`src/rtl/opt_pkg.sv`:
```
package opt_pkg;

    localparam int CNT_W = 16;
    localparam int PSC_W = 3;

    typedef enum logic [1:0] {
        MODE_FREE      = 2'd0,
        MODE_OS_HOLD   = 2'd1,
        MODE_OS_RETRIG = 2'd2
    } run_mode_e;

    function automatic run_mode_e decode_mode(input logic cont, input logic retrig);
        if (cont)        return MODE_FREE;
        else if (retrig) return MODE_OS_RETRIG;
        else             return MODE_OS_HOLD;
    endfunction

    function automatic logic [CNT_W-1:0] range_min(input logic [PSC_W-1:0] code);
        case (code)
            3'd0:    return 16'h0060;
            3'd1:    return 16'h0030;
            3'd2:    return 16'h0018;
            3'd3:    return 16'h000C;
            3'd4:    return 16'h0006;
            default: return 16'h0003;
        endcase
    endfunction

    function automatic logic [CNT_W-1:0] range_max(input logic [PSC_W-1:0] code);
        case (code)
            3'd0:    return 16'hFFDF;
            3'd1:    return 16'hFFEF;
            3'd2:    return 16'hFFF7;
            3'd3:    return 16'hFFFB;
            default: return 16'hFFFD;
        endcase
    endfunction

endpackage

```
`src/rtl/opt_regs.sv`:
```
module opt_regs
    import opt_pkg::*;
#(
    parameter int              NUM_CMP = 4,
    parameter logic [NUM_CMP-1:0] ZERO_OK = 4'b0101,
    parameter int              SEL_W   = 3,
    parameter logic [CNT_W-1:0] PER_RST = 16'hFFDF
) (
    input  logic                            clk,
    input  logic                            rst,
    input  logic [PSC_W-1:0]                psc_code,
    input  logic                            wr_en,
    input  logic [SEL_W-1:0]                wr_sel,
    input  logic [CNT_W-1:0]                wr_data,
    output logic [CNT_W-1:0]                per_val,
    output logic [NUM_CMP-1:0][CNT_W-1:0]   cmp_val,
    output logic                            cfg_err
);

    logic [CNT_W-1:0] lo_lim, hi_lim;
    logic             fits;
    logic [NUM_CMP:0] sel_hit;
    logic [NUM_CMP:0] val_ok;
    logic             bad_wr;

    assign lo_lim = range_min(psc_code);
    assign hi_lim = range_max(psc_code);
    assign fits   = (wr_data >= lo_lim) && (wr_data <= hi_lim);

    always_comb begin
        sel_hit[0] = (wr_sel == '0);
        val_ok[0]  = fits;
        for (int i = 0; i < NUM_CMP; i++) begin
            sel_hit[i+1] = (wr_sel == SEL_W'(i + 1));
            val_ok[i+1]  = fits || (ZERO_OK[i] && (wr_data == '0));
        end
    end

    assign bad_wr = wr_en && ((sel_hit & val_ok) == '0);

    always_ff @(posedge clk) begin
        if (rst) begin
            per_val <= PER_RST;
            cmp_val <= '0;
            cfg_err <= 1'b0;
        end else begin
            if (wr_en && sel_hit[0] && val_ok[0])
                per_val <= wr_data;
            for (int i = 0; i < NUM_CMP; i++) begin
                if (wr_en && sel_hit[i+1] && val_ok[i+1])
                    cmp_val[i] <= wr_data;
            end
            if (bad_wr)
                cfg_err <= 1'b1;
        end
    end

    AST_BAD_WR_HOLD: assert property (@(posedge clk) disable iff (rst)
        bad_wr |=> ($stable(per_val) && $stable(cmp_val) && cfg_err))
        else $error("illegal write altered a register");

    AST_ERR_STICKY: assert property (@(posedge clk) disable iff (rst)
        cfg_err |=> cfg_err)
        else $error("error flag cleared without reset");

endmodule

```
`src/rtl/opt_counter.sv`:
```
module opt_counter
    import opt_pkg::*;
(
    input  logic             clk,
    input  logic             rst,
    input  logic             tmr_en,
    input  run_mode_e        mode,
    input  logic             reset_evt,
    input  logic [CNT_W-1:0] per_val,
    output logic [CNT_W-1:0] cnt_o,
    output logic             running_o,
    output logic             per_evt_o
);

    logic [CNT_W-1:0] cnt_q;
    logic             running_q;
    logic             per_q;

    always_ff @(posedge clk) begin
        if (rst) begin
            cnt_q     <= '0;
            running_q <= 1'b0;
            per_q     <= 1'b0;
        end else begin
            per_q <= 1'b0;
            if (!tmr_en) begin
                running_q <= 1'b0;
                cnt_q     <= '0;
            end else if (!running_q) begin
                if (mode == MODE_FREE || reset_evt) begin
                    running_q <= 1'b1;
                    cnt_q     <= '0;
                end
            end else if (reset_evt && mode != MODE_OS_HOLD) begin
                cnt_q <= '0;
            end else if (cnt_q == per_val) begin
                per_q <= 1'b1;
                if (mode == MODE_FREE) cnt_q     <= '0;
                else                   running_q <= 1'b0;
            end else begin
                cnt_q <= cnt_q + 1'b1;
            end
        end
    end

    assign cnt_o     = cnt_q;
    assign running_o = running_q;
    assign per_evt_o = per_q;

    AST_EN_OFF: assert property (@(posedge clk) disable iff (rst)
        !tmr_en |=> (!running_q && cnt_q == '0))
        else $error("disable did not stop the counter");

    AST_OS_NO_SELF_START: assert property (@(posedge clk) disable iff (rst)
        (mode != MODE_FREE && !running_q && !reset_evt) |=> !running_q)
        else $error("one-shot started without a reset event");

    AST_HALT_HOLD: assert property (@(posedge clk) disable iff (rst)
        (mode != MODE_FREE && tmr_en && !running_q && !reset_evt) |=> $stable(cnt_q))
        else $error("halted count moved");

    AST_NRT_IGNORE: assert property (@(posedge clk) disable iff (rst)
        (mode == MODE_OS_HOLD && tmr_en && running_q && reset_evt && cnt_q != per_val)
        |=> (cnt_q == $past(cnt_q) + 1'b1))
        else $error("non-retriggerable run was disturbed");

    AST_PER_PULSE: assert property (@(posedge clk) disable iff (rst)
        per_q |=> !per_q)
        else $error("period event longer than one cycle");

endmodule

```
`src/rtl/opt_compare.sv`:
```
module opt_compare
    import opt_pkg::*;
#(
    parameter int NUM_CMP = 4
) (
    input  logic                          clk,
    input  logic                          rst,
    input  logic [CNT_W-1:0]              cnt,
    input  logic                          running,
    input  logic [CNT_W-1:0]              per_val,
    input  logic [NUM_CMP-1:0][CNT_W-1:0] cmp_val,
    output logic [NUM_CMP-1:0]            cmp_evt
);

    for (genvar g = 0; g < NUM_CMP; g++) begin : g_ch
        logic evt_q;
        logic armed;

        assign armed = (cmp_val[g] != '0) && (cmp_val[g] <= per_val);

        always_ff @(posedge clk) begin
            if (rst) evt_q <= 1'b0;
            else     evt_q <= running && armed && (cnt == cmp_val[g]);
        end

        assign cmp_evt[g] = evt_q;

        AST_CMP_LEGAL: assert property (@(posedge clk) disable iff (rst)
            evt_q |-> ($past(cmp_val[g]) != '0 && $past(cmp_val[g]) <= $past(per_val)))
            else $error("compare event from a disabled or out-of-range compare");

        AST_CMP_PULSE: assert property (@(posedge clk) disable iff (rst)
            evt_q |=> !evt_q)
            else $error("compare event longer than one cycle");
    end

endmodule

```
`src/rtl/oneshot_pwm_timer.sv`:
```
module oneshot_pwm_timer
    import opt_pkg::*;
#(
    parameter int NUM_CMP = 4,
    parameter logic [NUM_CMP-1:0] ZERO_OK = 4'b0101,
    localparam int SEL_W = $clog2(NUM_CMP + 1)
) (
    input  logic               clk,
    input  logic               rst,
    input  logic               tmr_en,
    input  logic               mode_cont,
    input  logic               mode_retrig,
    input  logic               reset_evt,
    input  logic [PSC_W-1:0]   psc_code,
    input  logic               wr_en,
    input  logic [SEL_W-1:0]   wr_sel,
    input  logic [CNT_W-1:0]   wr_data,
    output logic [CNT_W-1:0]   cnt_o,
    output logic               running_o,
    output logic               per_evt_o,
    output logic [NUM_CMP-1:0] cmp_evt_o,
    output logic               cfg_err_o
);

    run_mode_e                     mode;
    logic [CNT_W-1:0]              per_val;
    logic [NUM_CMP-1:0][CNT_W-1:0] cmp_val;

    assign mode = decode_mode(mode_cont, mode_retrig);

    opt_regs #(
        .NUM_CMP (NUM_CMP),
        .ZERO_OK (ZERO_OK),
        .SEL_W   (SEL_W)
    ) u_regs (
        .clk      (clk),
        .rst      (rst),
        .psc_code (psc_code),
        .wr_en    (wr_en),
        .wr_sel   (wr_sel),
        .wr_data  (wr_data),
        .per_val  (per_val),
        .cmp_val  (cmp_val),
        .cfg_err  (cfg_err_o)
    );

    opt_counter u_cnt (
        .clk       (clk),
        .rst       (rst),
        .tmr_en    (tmr_en),
        .mode      (mode),
        .reset_evt (reset_evt),
        .per_val   (per_val),
        .cnt_o     (cnt_o),
        .running_o (running_o),
        .per_evt_o (per_evt_o)
    );

    opt_compare #(
        .NUM_CMP (NUM_CMP)
    ) u_cmp (
        .clk     (clk),
        .rst     (rst),
        .cnt     (cnt_o),
        .running (running_o),
        .per_val (per_val),
        .cmp_val (cmp_val),
        .cmp_evt (cmp_evt_o)
    );

endmodule

```
`config.mk`:
```
export PLATFORM = sky130hd
export DESIGN_NAME = oneshot_pwm_timer
export DESIGN_NICKNAME = d
export VERILOG_FILES = /design/src/rtl/opt_pkg.sv /design/src/rtl/opt_regs.sv /design/src/rtl/opt_counter.sv /design/src/rtl/opt_compare.sv /design/src/rtl/oneshot_pwm_timer.sv
export SDC_FILE = /design/constraint.sdc
export NUM_CORES = 1
export LEC_CHECK = 0
export ABC_AREA = 1
export BUFFER_PORTS_ARGS = -buffer_cell sky130_fd_sc_hd__clkbuf_2
export CORE_ASPECT_RATIO = 0.7
export CORE_UTILIZATION = 55
export DETAILED_ROUTE_END_ITERATION = 8
export PLACE_DENSITY = 0.74
export RECOVER_POWER = 25
export SKIP_LAST_GASP = 1
export SLEW_MARGIN = 20
export SYNTH_ARGS = -nofsm -noshare
export SYNTH_HDL_FRONTEND = slang
export SYNTH_SLANG_ARGS = --single-unit
```
`constraint.sdc`:
```
create_clock -name clk -period 2.4 [get_ports clk]
set_input_delay 0.12 -clock clk [delete_from_list [all_inputs] [get_ports clk]]
set_output_delay 0.12 -clock clk [all_outputs]
set_load 0.02 [all_outputs]
```
; ---- After elaboration in Yosys (flattened, before gate mapping)
; Index checks and enable logic that the tools add are counted.
[word_totals]
reg_bits = 103
input_bits = 29
elab_cells = 93
[classes]
addsub = 1
n_lt_le_gt_ge = 6
n_eq_ne = 15
n_mux = 15
bitwise_logic = 3
reduce_logical = 40
[ops]
columns = cell, n
row1 = 16-bit == test, 5
row2 = 16-bit less-or-equal comparator, 5
row3 = 16-bit two-way mux, 5
row4 = 16-bit nonzero test, 4
row5 = 7-bit case mux with 5 select lines, 1
row6 = 1-bit logical AND, 25
row7 = 6-bit case mux with 4 select lines, 1
row8 = "16-bit by 1-bit adder with 16-bit output, second input constant", 1
row9 = 16-bit by 7-bit greater-or-equal comparator with 1-bit output, 1
row10 = 16-bit zero test, 1
row11 = "3-bit by 2-bit == test with 1-bit output, second input constant", 4
row12 = "3-bit by 1-bit == test with 1-bit output, second input constant", 2
row13 = "3-bit == test, second input constant", 2
row14 = 3-bit zero test, 2
row15 = 1-bit two-way mux, 6
row16 = 5-bit bitwise AND, 1
row17 = 5-bit zero test, 1
row18 = 2-bit two-way mux, 2
row19 = "4-bit != test, second input constant", 1
row20 = 4-bit OR reduction, 1
row21 = 2-bit zero test, 1
row22 = 1-bit logical OR, 2
row23 = "2-bit by 1-bit != test with 1-bit output, second input constant", 1
row24 = 1-bit inverter, 2
row25 = other kinds (3), 3

; ---- Logic depth before layout (Yosys ltp)
[logic_depth]
word_depth = 8
ltp_mapped = 17
mapped_depth_nobuf = 16

; ---- Hierarchy
; Synthesis repeated with hierarchy kept, for this count alone.
[unflattened]
hier_cells = 1281
hier_area_um2 = 8121.5
[modules_own_cells]
columns = mod, instances, cells_per_inst, area_per_inst_um2, seq_area_each_um2
row1 = opt_regs, 1, 454, 3667.3, 1621.6
row2 = opt_compare, 1, 559, 2927.8, 80.1
row3 = opt_counter, 1, 265, 1512.7, 360.3
row4 = oneshot_pwm_timer, 1, 3, 13.8, 0.0

; ---- Worst setup path before layout
; No wires, ideal clock.
[synth_timing]
path_type = input -> register
start = in psc_code[2]
end = reg u_regs.cmp_val[57] (netlist bit)
setup_ns = 0.119
t_arrival_ns = 1.780
slack_ns = 0.500
stages = 16
cell_sequence = nor3_1 -> or2_2 -> inv_1 -> ha_1 -> nand2_1 -> inv_1 -> nand3_1 -> nor2_1 -> a21oi_2 -> nand2_2 -> nand2_4 -> inv_2 -> nand2_4 -> buf_6 -> o21ai_0 -> a21oi_1
[synth_between]
elab_chain_cells = 5
[synth_rtl]
columns = element, line
row1 = from (decl), oneshot_pwm_timer.sv:14  ; input logic [PSC_W-1:0] psc_code,
row2 = "3-bit == test, or another cell as far along", opt_pkg.sv:19  ; case (code)
row3 = 7-bit case mux with 5 select lines / 6-bit case mux with 4 select lines (equally long branches), "opt_pkg.sv:19, opt_pkg.sv:30"
row4 = 16-bit by 7-bit greater-or-equal comparator with 1-bit output / 16-bit less-or-equal comparator (equally long branches), opt_regs.sv:28  ; assign fits = (wr_data >= lo_lim) && (wr_data <= hi_lim);
row5 = 1-bit logical AND (*), opt_regs.sv:28
row6 = 1-bit logical AND (*), opt_regs.sv:50  ; if (wr_en && sel_hit[i+1] && val_ok[i+1])
row7 = "to (signal, indexed assignment)", opt_regs.sv:51  ; cmp_val[i] <= wr_data;
row8 = to (decl), opt_regs.sv:16  ; output logic [NUM_CMP-1:0][CNT_W-1:0] cmp_val,
; Every way passes the cells marked *; elsewhere a longest branch is shown, timed or not.
; A chain may end at the register's enable or synchronous reset.

; ---- Worst setup path after layout
[layout_timing]
start = reg u_cnt.cnt_q[8] (netlist: u_cnt.cnt_o[8])
end = reg u_cnt.cnt_q[15] (netlist: u_cnt.cnt_o[15])
[layout_between]
elab_chain_cells = 4
[layout_rtl]
columns = element, line
row1 = from (decl), opt_counter.sv:15  ; logic [CNT_W-1:0] cnt_q;
row2 = from (signal assigned), opt_counter.sv:41  ; cnt_q <= cnt_q + 1'b1;
row3 = 16-bit by 1-bit adder with 16-bit output / 16-bit == test (equally long branches), "opt_counter.sv:41, opt_counter.sv:36"
row4 = 16-bit two-way mux, opt_counter.sv:36  ; end else if (cnt_q == per_val) begin
row5 = 16-bit two-way mux, opt_counter.sv:34  ; end else if (reset_evt && mode != MODE_OS_HOLD) begin
row6 = 16-bit two-way mux, opt_counter.sv:29  ; end else if (!running_q) begin
; Parallel ways exist; a longest one is shown, timed or not.

==> out/results.ini <==
[global_route]
grt_max_degree = 44
grt_pass1_wl_microns = 39310
overflow = 0
grt_antenna_before_repair = 0
groute.usage.overall = 0.3802
grt_pass1_vias = 6890

[floorplanning]
ios = 52
die_height_microns = 98.31
coreArea_sq_um = 12680
rows = 34
die_w_microns = 139.6
dieArea_sq_um = 13720
initial_utilization = 0.5748

[logic_synthesis]
ys_seq_elements = 103
synth-edff-count = 0
synth-simple-area-share = 0.2586
synth_top_family_by_area = simple AND/OR/NAND/NOR gates
synth_xor_area_frac = 0.04207
postSynthCellCount = 987
synth_seq_area_share = 0.2830
synth_mux_area_frac = 0
async_reset_ff_frac = 0
ys_types = 46
yosys.area_share.adder = 0.1305
synth_area_per_cell_sq_um = 7.383
synth_compound_area_frac = 0.1914
syn-cell-area_sq_um = 7287
syn_nets = 1092
ys.flop_type = dfxtp_1
yosys_warnings = 0

[final_layout]
layout_common_cells = 163 x nand2_1, 109 x a21oi_1, 103 x dfxtp_1
fin_nets = 1144
final_common_cell = nand2_1
diodes = 0
area_delta_synth_final_pct = 9.392
drive_gt1_frac = 0.1351

[timing]
final_max_slew_viol_count = 0
whs_ns = 0.07053
period_share = 0.8976
worst_slew_margin_rel = 0.4325
grt_setup_unrepaired = false
fmax_ghz = 0.4642
finalHoldViolCount = 0
setup_viol = 0
setup_ws_ns = 0.2458
worst_slew_pin_slew_ns = 0.8448
clock_skew_ns = 0.01134
fin_crit_ns = 2.154
tns_ns = 0

[clock_tree]
cts-resized-gates = 0
clk_latency_ns = 0.35
cts_sinks = 103
cts_tree = done
postCtsSetupBuffers = 0
cts_made_buffers = 9
htree_num_levels = 3
hold_buffers = 0
path_clk_slew_ns = 0.08
cts_root_buffer = clkbuf_16
cts_buffer_depth = 2

[placed_design]
io_buffers = 51
pre_cts_slack_ns = 0.01692
dp_hpwl_microns = 18880
routabilityCongestion = 1.020

[detailed_routing]
drtIter0Drc = 969
vias = 7535
drtAntennaViolNets = 0
firstDrtPassIters = 5
remaining_drc_errors = 0
drt-total-wl_microns = 25480
vias_per_cell = 6.248
avgRoutedWirePerCell_microns = 21.13

[run]
max-cap-violations = 0

[critical_path]
worstSetupPathType = flip-flop to flip-flop
setup.worst_path.start_class = flip-flop
worstPathArrival_ns = 2.43
critPathMaxFanout = 11
required_ns = 2.68
cp-end-kind = flip-flop

[run_status]
outcome = finished, final reports clean

[power]
power_switching_uw = 1108
ir_drop_mv = 0.3723
pwr-share-comb = 0.133
power_switching_share = 0.2874
power_density_nw_per_um2 = 483.4
power_leakage_uw = 0.003438
p_seq_frac = 0.469
p_int_uw = 2746
p_clk_frac = 0.397

[min_path]
hold_class = input port to flip-flop

-- final timing paths --
path                                      from              end  slack, ns  depth (start not counted)
worst max-delay path            u_cnt.cnt_o[8]  u_cnt.cnt_o[15]       0.25                          9
worst min-delay path               mode_retrig  u_cnt.per_evt_o       0.07                          4
worst max register to register  u_cnt.cnt_o[8]  u_cnt.cnt_o[15]       0.25                          9
worst min register to register  u_regs.cfg_err   u_regs.cfg_err       0.47                          2
-- through the flow --
stage               instance area, sq um  power (uW)    util  cells
finish                              7971        3854  0.6288   1206
global route                        7971        3975  0.6288   1206
floorplan                           7287        2157       -    987
detailed placement                  7710        2340  0.6082   1190
CTS                                 8013        3836  0.6321   1206
global placement                    7710        2331  0.6082   1190
-- cells by family after synthesis --
logic type                 Yosys count
adders and majority gates           76
DFF                                103
buffers and inverters              148
xor gates and xnor gates            35
and+or+nand+nor                    394
AOI/OAI and AO/OA                  231
-- area by class of cell --
| type | instances | area, sq um |
|---|---|---|
| clock buffer | 9 | 225.2 |
| clock inverter | 7 | 77.57 |
| fill | 1183 | 4706 |
| inverter | 102 | 382.9 |
| multi-input combinational | 736 | 4537 |
| sequential | 103 | 2062 |
| tap | 162 | 202.7 |
| timing repair buffer | 87 | 484.2 |
-- critical path, cell delays in order (launching register included) --
cell	delay, ns
dfxtp_1	0.36
clkbuf_1	0.47
nand2_1	0.13
nand4_1	0.11
nor3_1	0.07
nand2_1	0.18
nand2_1	0.11
inv_1	0.30
o21ai_0	0.16
a21oi_1	0.18
-- state kept, by name (all words and copies together) (netlist names) --
| register | cells |
|---|---|
| u_cnt.per_evt_o | 1 |
| u_cmp.g_ch.evt_q | 4 |
| u_regs.cfg_err | 1 |
| u_regs.per_val | 16 |
| u_cnt.cnt_o | 16 |
| u_regs.cmp_val | 64 |
| u_cnt.running_o | 1 |
-- power groups by stage --
stage          sequential [uW]  clock [uW]  combinational [uW]
2_1_floorplan             1830           0                 330
3_3_place_gp              1840           0                 486
3_5_place_dp              1850           0                 494
4_1_cts                   1810        1530                 498
5_1_grt                   1810        1600                 564
6_report                  1810        1530                 513
-- Yosys cell counts, types with 2 or more instances --
library cell | instances | area share
clkbuf_2 | 2 | 0.0014
buf_2 | 8 | 0.0055
nand2_4 | 5 | 0.0077
nor3_2 | 2 | 0.0027
xor2_1 | 6 | 0.0072
nand3_1 | 84 | 0.058
o2111ai_1 | 5 | 0.0060
o211ai_1 | 7 | 0.0072
a41oi_1 | 4 | 0.0048
nor2_2 | 3 | 0.0026
nand2_2 | 14 | 0.012
or2_2 | 2 | 0.0017
buf_6 | 7 | 0.011
a221oi_1 | 5 | 0.0060
nand4_1 | 26 | 0.022
ha_1 | 76 | 0.13
buf_4 | 15 | 0.015
inv_1 | 90 | 0.046
a211oi_1 | 3 | 0.0031
clkbuf_1 | 13 | 0.0067
a21oi_2 | 11 | 0.013
o22ai_1 | 20 | 0.017
a21oi_1 | 109 | 0.075
nor4_1 | 22 | 0.019
nor4_4 | 2 | 0.0058
nand2_1 | 163 | 0.084
o211ai_2 | 5 | 0.0086
o21ai_0 | 42 | 0.029
o21bai_1 | 2 | 0.0021
xnor2_1 | 29 | 0.035
nor2_1 | 49 | 0.025
nor3_1 | 18 | 0.012
o21a_1 | 10 | 0.010
o21ai_1 | 3 | 0.0021
inv_2 | 12 | 0.0062
dfxtp_1 | 103 | 0.28
-- layer usage --
| layer | global-route usage | wire, microns | vias to the layer above |
|---|---|---|---|
| met3 | 0.1079 | 3917 | 76 |
| li1 | - | - | 3537 |
| met2 | 0.5245 | 9838 | 533 |
| met1 | 0.5526 | 10780 | 3389 |
| met5 | 0 | 0 | - |
| met4 | 0.1445 | 944 | 0 |
Power figures use the tool's default switching activity.
